==> config.mk <==
export PLATFORM = sky130hd
export DESIGN_NAME = xcs_seq
export DESIGN_NICKNAME = d
export VERILOG_FILES = /design/src/rtl/xcs_pkg.sv /design/src/rtl/xcs_entry_dec.sv /design/src/rtl/xcs_tt_dec.sv /design/src/rtl/xcs_cd_dec.sv /design/src/rtl/xcs_seq.sv
export SDC_FILE = /design/constraint.sdc
export NUM_CORES = 1
export LEC_CHECK = 0
export ABC_AREA = 0
export BUFFER_PORTS_ARGS = -buffer_cell sky130_fd_sc_hd__buf_2
export CAP_MARGIN = 40
export CORE_AREA = 10 10 285 287
export CTS_CLUSTER_DIAMETER = 120
export DETAILED_ROUTE_END_ITERATION = 10
export DIE_AREA = 0 0 295 297
export HOLD_SLACK_MARGIN = 0.12
export SLEW_MARGIN = 25
export SYNTH_ARGS = -nofsm -noshare
export SYNTH_HDL_FRONTEND = slang
export SYNTH_HIERARCHICAL = 1
export SYNTH_SLANG_ARGS = --single-unit
==> constraint.sdc <==
create_clock -name clk -period 4.1 [get_ports clk]
set_clock_uncertainty 0.15 [all_clocks]
set_input_delay 0.82 -clock clk [delete_from_list [all_inputs] [get_ports clk]]
set_output_delay 0.82 -clock clk [all_outputs]
set_load 0.05 [all_outputs]
==> src/rtl/xcs_pkg.sv <==
package xcs_pkg;

    localparam int WORD_W = 32;
    localparam int ADDR_W = 48;
    localparam int BASE_W = 51;

    typedef enum logic [1:0] {
        OUT_XLATE  = 2'd0,
        OUT_ABORT  = 2'd1,
        OUT_BYPASS = 2'd2,
        OUT_FAULT  = 2'd3
    } outcome_e;

    typedef enum logic [1:0] {
        FLT_NONE      = 2'd0,
        FLT_BAD_ENTRY = 2'd1,
        FLT_CD_FETCH  = 2'd2,
        FLT_BAD_CD    = 2'd3
    } fault_e;

    typedef struct packed {
        logic              dis;
        logic [5:0]        tsz;
        logic [4:0]        gran;
        logic [BASE_W-1:0] base;
    } tt_cfg_t;

    typedef struct packed {
        logic [5:0]   oas;
        logic [15:0]  asid;
        logic [1:0]   tbi;
        logic         rec;
        tt_cfg_t [1:0] tt;
    } xcfg_t;

    // Width in bits selected by an output size code; reserved codes give the largest.
    function automatic logic [5:0] size_bits(input logic [2:0] code);
        case (code)
            3'd0:    size_bits = 6'd32;
            3'd1:    size_bits = 6'd36;
            3'd2:    size_bits = 6'd40;
            3'd3:    size_bits = 6'd42;
            3'd4:    size_bits = 6'd44;
            default: size_bits = 6'd48;
        endcase
    endfunction

    // log2 granule; the code meaning depends on the table; 0 marks invalid.
    function automatic logic [4:0] granule_log(input logic [1:0] code, input logic tbl);
        case (code)
            2'd0:    granule_log = tbl ? 5'd0  : 5'd12;
            2'd1:    granule_log = tbl ? 5'd14 : 5'd16;
            2'd2:    granule_log = tbl ? 5'd12 : 5'd14;
            default: granule_log = tbl ? 5'd16 : 5'd0;
        endcase
    endfunction

endpackage

==> src/rtl/xcs_entry_dec.sv <==
module xcs_entry_dec
    import xcs_pkg::*;
(
    input  logic [WORD_W-1:0] w0,
    input  logic [WORD_W-1:0] w1,
    input  logic [WORD_W-1:0] w2,
    output outcome_e          kind,
    output logic [ADDR_W-1:0] cd_addr
);
    logic [2:0] mode;
    assign mode    = w0[3:1];
    assign cd_addr = {w1[15:0], w0[31:6], 6'b0};

    always_comb begin
        if (!w0[0])
            kind = OUT_FAULT;
        else if (!mode[2])
            kind = OUT_ABORT;
        else if (mode == 3'd4)
            kind = OUT_BYPASS;
        else if (mode[1] || (|w1[31:27]) || w2[27])
            kind = OUT_FAULT;
        else
            kind = OUT_XLATE;
    end
endmodule

==> src/rtl/xcs_tt_dec.sv <==
module xcs_tt_dec
    import xcs_pkg::*;
#(
    parameter int TBL = 0
) (
    input  logic [WORD_W-1:0] w0,
    input  logic [WORD_W-1:0] w_lo,
    input  logic [WORD_W-1:0] w_hi,
    input  logic [5:0]        oas,
    output tt_cfg_t           cfg,
    output logic              bad
);
    localparam int OFS = 16 * TBL;

    logic              off;
    logic [5:0]        tsz;
    logic [4:0]        gran;
    logic [BASE_W-1:0] base;
    logic              size_ng, gran_ng, base_ng;

    assign off  = w0[OFS + 14];
    assign tsz  = w0[OFS +: 6];
    assign gran = granule_log(w0[OFS + 6 +: 2], TBL != 0);
    assign base = {w_hi[18:0], w_lo[31:4], 4'b0};

    assign size_ng = (tsz < 6'd16) || (tsz > 6'd39);
    assign gran_ng = !((gran == 5'd12) || (gran == 5'd16)) || w0[15];
    assign base_ng = (base >> oas) != '0;
    assign bad     = !off && (size_ng || gran_ng || base_ng);

    always_comb begin
        cfg     = '0;
        cfg.dis = off;
        if (!off) begin
            cfg.tsz  = tsz;
            cfg.gran = gran;
            cfg.base = base;
        end
    end
endmodule

==> src/rtl/xcs_cd_dec.sv <==
module xcs_cd_dec
    import xcs_pkg::*;
#(
    parameter int MAX_OAS_CODE = 4
) (
    input  logic [7:0][WORD_W-1:0] cd_w,
    output xcfg_t                  cfg,
    output logic                   bad
);
    logic [5:0]    cap, raw, oas;
    tt_cfg_t [1:0] tt_v;
    logic [1:0]    tt_bad;
    logic          flag_ng;

    assign cap = size_bits(3'(MAX_OAS_CODE));
    assign raw = size_bits(cd_w[1][2:0]);
    assign oas = (raw < cap) ? raw : cap;

    assign flag_ng = !cd_w[0][31] || !cd_w[1][9] || !cd_w[1][14]
                   || cd_w[1][12] || cd_w[1][11] || cd_w[1][10];

    for (genvar g = 0; g < 2; g++) begin : g_tt
        xcs_tt_dec #(.TBL(g)) u_tt (
            .w0   (cd_w[0]),
            .w_lo (cd_w[2*g + 2]),
            .w_hi (cd_w[2*g + 3]),
            .oas  (oas),
            .cfg  (tt_v[g]),
            .bad  (tt_bad[g])
        );
    end

    assign bad = flag_ng || (|tt_bad);

    always_comb begin
        cfg      = '0;
        cfg.oas  = oas;
        cfg.asid = cd_w[1][31:16];
        cfg.tbi  = cd_w[1][7:6];
        cfg.rec  = cd_w[1][13];
        cfg.tt   = tt_v;
    end
endmodule

==> src/rtl/xcs_seq.sv <==
module xcs_seq
    import xcs_pkg::*;
#(
    parameter int CD_WORDS     = 16,
    parameter int ENTRY_WORDS  = 16,
    parameter int MAX_OAS_CODE = 4
) (
    input  logic                          clk,
    input  logic                          rst,
    input  logic                          start,
    input  logic [ENTRY_WORDS*32-1:0]     entry_words,
    output logic                          rd_req,
    output logic [47:0]                   rd_addr,
    input  logic                          rd_valid,
    input  logic [31:0]                   rd_data,
    input  logic                          rd_err,
    output logic                          done,
    output logic [1:0]                    outcome,
    output logic [1:0]                    fault,
    output logic [5:0]                    oas_bits,
    output logic [15:0]                   asid,
    output logic [1:0]                    tbi,
    output logic                          rec_faults,
    output logic [1:0]                    tt_dis,
    output logic [11:0]                   tt_tsz,
    output logic [9:0]                    tt_gran,
    output logic [101:0]                  tt_base
);
    localparam int KEEP   = 8;
    localparam int KEEP_W = $clog2(KEEP);
    localparam int IDX_W  = $clog2(CD_WORDS);

    typedef enum logic [2:0] {S_IDLE, S_ENTRY, S_FETCH, S_DESC, S_DONE} state_e;

    state_e                   state_q;
    logic [2:0][WORD_W-1:0]   ent_q;
    logic [7:0][WORD_W-1:0]   cd_q;
    logic [IDX_W-1:0]         idx_q;
    logic [ADDR_W-1:0]        cd_base_q;
    outcome_e                 outcome_q;
    fault_e                   fault_q;
    xcfg_t                    cfg_q;

    outcome_e                 e_kind;
    logic [ADDR_W-1:0]        e_addr;
    xcfg_t                    d_cfg;
    logic                     d_bad;

    xcs_entry_dec u_ent (
        .w0      (ent_q[0]),
        .w1      (ent_q[1]),
        .w2      (ent_q[2]),
        .kind    (e_kind),
        .cd_addr (e_addr)
    );

    xcs_cd_dec #(.MAX_OAS_CODE(MAX_OAS_CODE)) u_cd (
        .cd_w (cd_q),
        .cfg  (d_cfg),
        .bad  (d_bad)
    );

    always_ff @(posedge clk) begin
        if (rst) begin
            state_q   <= S_IDLE;
            ent_q     <= '0;
            cd_q      <= '0;
            idx_q     <= '0;
            cd_base_q <= '0;
            outcome_q <= OUT_XLATE;
            fault_q   <= FLT_NONE;
            cfg_q     <= '0;
        end else begin
            case (state_q)
                S_IDLE: begin
                    if (start) begin
                        ent_q   <= entry_words[3*WORD_W-1:0];
                        state_q <= S_ENTRY;
                    end
                end
                S_ENTRY: begin
                    if (e_kind == OUT_XLATE) begin
                        cd_base_q <= e_addr;
                        idx_q     <= '0;
                        state_q   <= S_FETCH;
                    end else begin
                        outcome_q <= e_kind;
                        fault_q   <= (e_kind == OUT_FAULT) ? FLT_BAD_ENTRY : FLT_NONE;
                        cfg_q     <= '0;
                        state_q   <= S_DONE;
                    end
                end
                S_FETCH: begin
                    if (rd_valid) begin
                        if (rd_err) begin
                            outcome_q <= OUT_FAULT;
                            fault_q   <= FLT_CD_FETCH;
                            cfg_q     <= '0;
                            state_q   <= S_DONE;
                        end else begin
                            if (int'(idx_q) < KEEP)
                                cd_q[idx_q[KEEP_W-1:0]] <= rd_data;
                            if (int'(idx_q) == CD_WORDS - 1)
                                state_q <= S_DESC;
                            else
                                idx_q <= idx_q + 1'b1;
                        end
                    end
                end
                S_DESC: begin
                    outcome_q <= d_bad ? OUT_FAULT : OUT_XLATE;
                    fault_q   <= d_bad ? FLT_BAD_CD : FLT_NONE;
                    cfg_q     <= d_bad ? '0 : d_cfg;
                    state_q   <= S_DONE;
                end
                default: state_q <= S_IDLE;
            endcase
        end
    end

    assign rd_req     = (state_q == S_FETCH);
    assign rd_addr    = cd_base_q + ADDR_W'({idx_q, 2'b00});
    assign done       = (state_q == S_DONE);
    assign outcome    = outcome_q;
    assign fault      = fault_q;
    assign oas_bits   = cfg_q.oas;
    assign asid       = cfg_q.asid;
    assign tbi        = cfg_q.tbi;
    assign rec_faults = cfg_q.rec;

    for (genvar g = 0; g < 2; g++) begin : g_out
        assign tt_dis[g]               = cfg_q.tt[g].dis;
        assign tt_tsz[6*g +: 6]        = cfg_q.tt[g].tsz;
        assign tt_gran[5*g +: 5]       = cfg_q.tt[g].gran;
        assign tt_base[BASE_W*g +: BASE_W] = cfg_q.tt[g].base;
    end
endmodule

==> reports/summary.txt <==
status -> complete, but fails checks
failing checks -> setup timing
Clk network pwr share -> 0.519
grt total ovfl -> 0
CP Data Required Time -> 4.47 ns
routed vias/inst -> 4.88
WP buf/inv -> 7
hpwl dp -> 50700 µm
Post-Route WL -> 71900 µm
Max-slew headroom -> 0.439
Die Area -> 0.0876 mm²
Die H -> 297 µm
Peak Freq -> 244 MHz
FP Rows -> 101
worst hold slack -> 0.293 ns
total CTS buffers -> 48
largest net degree at the start of global routing -> 105
Initial Util -> 0.260
CP max FO -> 6
clock-pin slew on the worst setup and hold paths -> 0.06 ns
cells after synthesis -> 2497
max-slew violations -> 0
MaxCap Viol Count -> 0
ratio of final minimum period to clock period -> 1.00
Switching Share -> 0.233
Synth Cell Area -> 0.0197 mm²
antenna viol nets, final -> 0
Top-Level Pins -> 754
Final #Nets -> 3211
Via Count -> 17900
CP most frequent cell -> buf_12
vias in the first global route -> 16700
syn avg cell area -> 7.87 µm²
TritonCTS clock tree -> yes
chip width -> 295 µm
Switching Power -> 2.13 mW
GPL Wtd Cong -> 0.911
clk sinks -> 403
Port Buffers -> 293
Routed WL per cell -> 19.6 µm
Hold WC Path Type -> reg2reg
initial antenna violation count -> 14
H-tree levels -> 2
worst slew pin tran -> 0.842 ns
Hold-fix buffers, CTS -> 0
internal power -> 7.00 mW
Setup WS post-layout -> -0.00477 ns
drt initial violations -> 1245
Worst Setup Start Kind -> flip-flop
Comb power frac -> 0.044
Flop pwr share -> 0.436
Critical Path Slowest Stage Cell -> or4_4
Setup crit end kind -> flip-flop
Core Footprint -> 0.0754 mm²
Final min period -> 4.10 ns
yosys warns -> 6
pwr dens -> 382 mW/mm²
Final Hold Viols -> 0
static leakage -> 9.32 nW
global-route wire length before repair -> 107000 µm
final core occ -> 0.316
Root Buffer -> clkbuf_16
worst skew pair latency -> 0.60 ns
first drt pass iteration count -> 6
# DRC -> 0
RSZ-0062 raised after global routing -> true
WP data arrival -> 4.48 ns
CP Class -> reg2reg
GRT Total Usage -> 0.156
Layout area overhead -> 21.4%
share of layout cells above drive strength 1 -> 0.209
cell family with most CP delay -> simple AND/OR/NAND/NOR gates
Setup Viol. Count Final -> 2
Max stage delay on crit path -> 0.43 ns
CTS max path bufs -> 3
crit-path cells -> nand2_2 -> nor2_4 -> buf_12 -> buf_8 -> or4_4 -> a2111oi_4 -> o21a_1 -> a2bb2oi_2 -> a2bb2oi_2 -> a21oi_2 -> or2_1 -> a41oi_2 -> nor4_2 -> nand4_1 -> buf_6 -> nor2b_4 -> and2_4 -> buf_12 -> buf_12 -> buf_12 -> buf_12 -> a22oi_2 -> nor2_1
worst vdd rail ir drop -> 0.341 mV
==> metal layers <==
metal / up-vias / part of all wire / global-route usage
li1: 8719 / - / -
met1: 8431 / 0.41 / 0.193
met2: 638 / 0.46 / 0.252
met3: 106 / 0.10 / 0.0587
met4: 16 / 0.022 / 0.0405
met5: - / 0.0014 / 0
==> worst register-to-register path, delay by kind of cell (launching register included) <==
| family | cells | cell delay [ns] |
|---|---|---|
| AOI/OAI and AO/OA | 7 | 1.11 |
| and+or+nand+nor | 9 | 1.53 |
| DFF | 1 | 0.34 |
| buffers and inverters | 7 | 0.92 |
==> area by class of cell <==
class / count / area, µm²
tap: 978 / 1220
fill: 7962 / 51600
clock inverter: 24 / 423
clock buffer: 63 / 1340
inverter: 33 / 124
antenna: 3 / 7.51
timing repair buffer: 390 / 2560
sequential: 403 / 8080
multi-input combinational: 1776 / 10100
==> path summary, 6_finish.rpt <==
check                   to  cells after the start      start  slack [ns]
max             tt_base[7]                     23   cd_q[33]      -0.005
min          cd_base_q[31]                      2  ent_q[31]        0.29
max reg2reg     tt_base[7]                     23   cd_q[33]      -0.005
min reg2reg  cd_base_q[31]                      2  ent_q[31]        0.29
==> state kept, by name (all words and copies together), names as in the netlist <==
signal,count
tt_dis,2
asid,16
rec_faults,1
idx_q,4
fault,2
tt_base,102
state_q,3
ent_q,52
oas_bits,6
tt_tsz,12
outcome,2
tt_gran,10
cd_base_q,48
cd_q,141
tbi,2
==> repair_timing <==
item                       CTS  global route
setup endpoints to repair  153           157
cloned                       1             2
gates resized for setup     35            42
hold endpoints to repair     0             0
pin swaps                   17            37
buffers inserted            11             8
==> power by group through the flow <==
stage	clock, mW	combinational, mW	sequential (mW)
after floorplan	0	0.303	4.07
after global placement	0	0.394	4.07
after detailed placement	0	0.393	4.07
after CTS	4.85	0.396	3.98
after global routing	5.02	0.440	3.98
final	4.74	0.405	3.98
==> per-stage QoR <==
step | setup TNS [ns] | worst slack, ns | instances | instance area, µm² | power [mW]
detailed placement | -18.69 | -0.173 | 3558 | 21500 | 4.46
CTS | 0 | 0.00409 | 3657 | 23600 | 9.23
global placement | -20.88 | -0.188 | 3557 | 21500 | 4.46
floorplan | 0 | 0.130 | 2537 | 19800 | 4.37
global route | -11.67 | -0.160 | 3668 | 23900 | 9.44
finish | -0.00898 | -0.00477 | 3670 | 23900 | 9.13
==> layout by cell type (no fill, tap or decap), drive strengths merged, types with 19 or more instances in the layout <==
cell type,count
nand2,520
dfxtp,403
buf,386
a21oi,269
nor2,217
a22oi,153
nor2b,126
clkbuf,66
nor3,50
conb,45
inv,36
o21ai,29
xnor2,27
nand3,27
nand4,22
a211oi,19
Power figures use the tool's default switching activity.
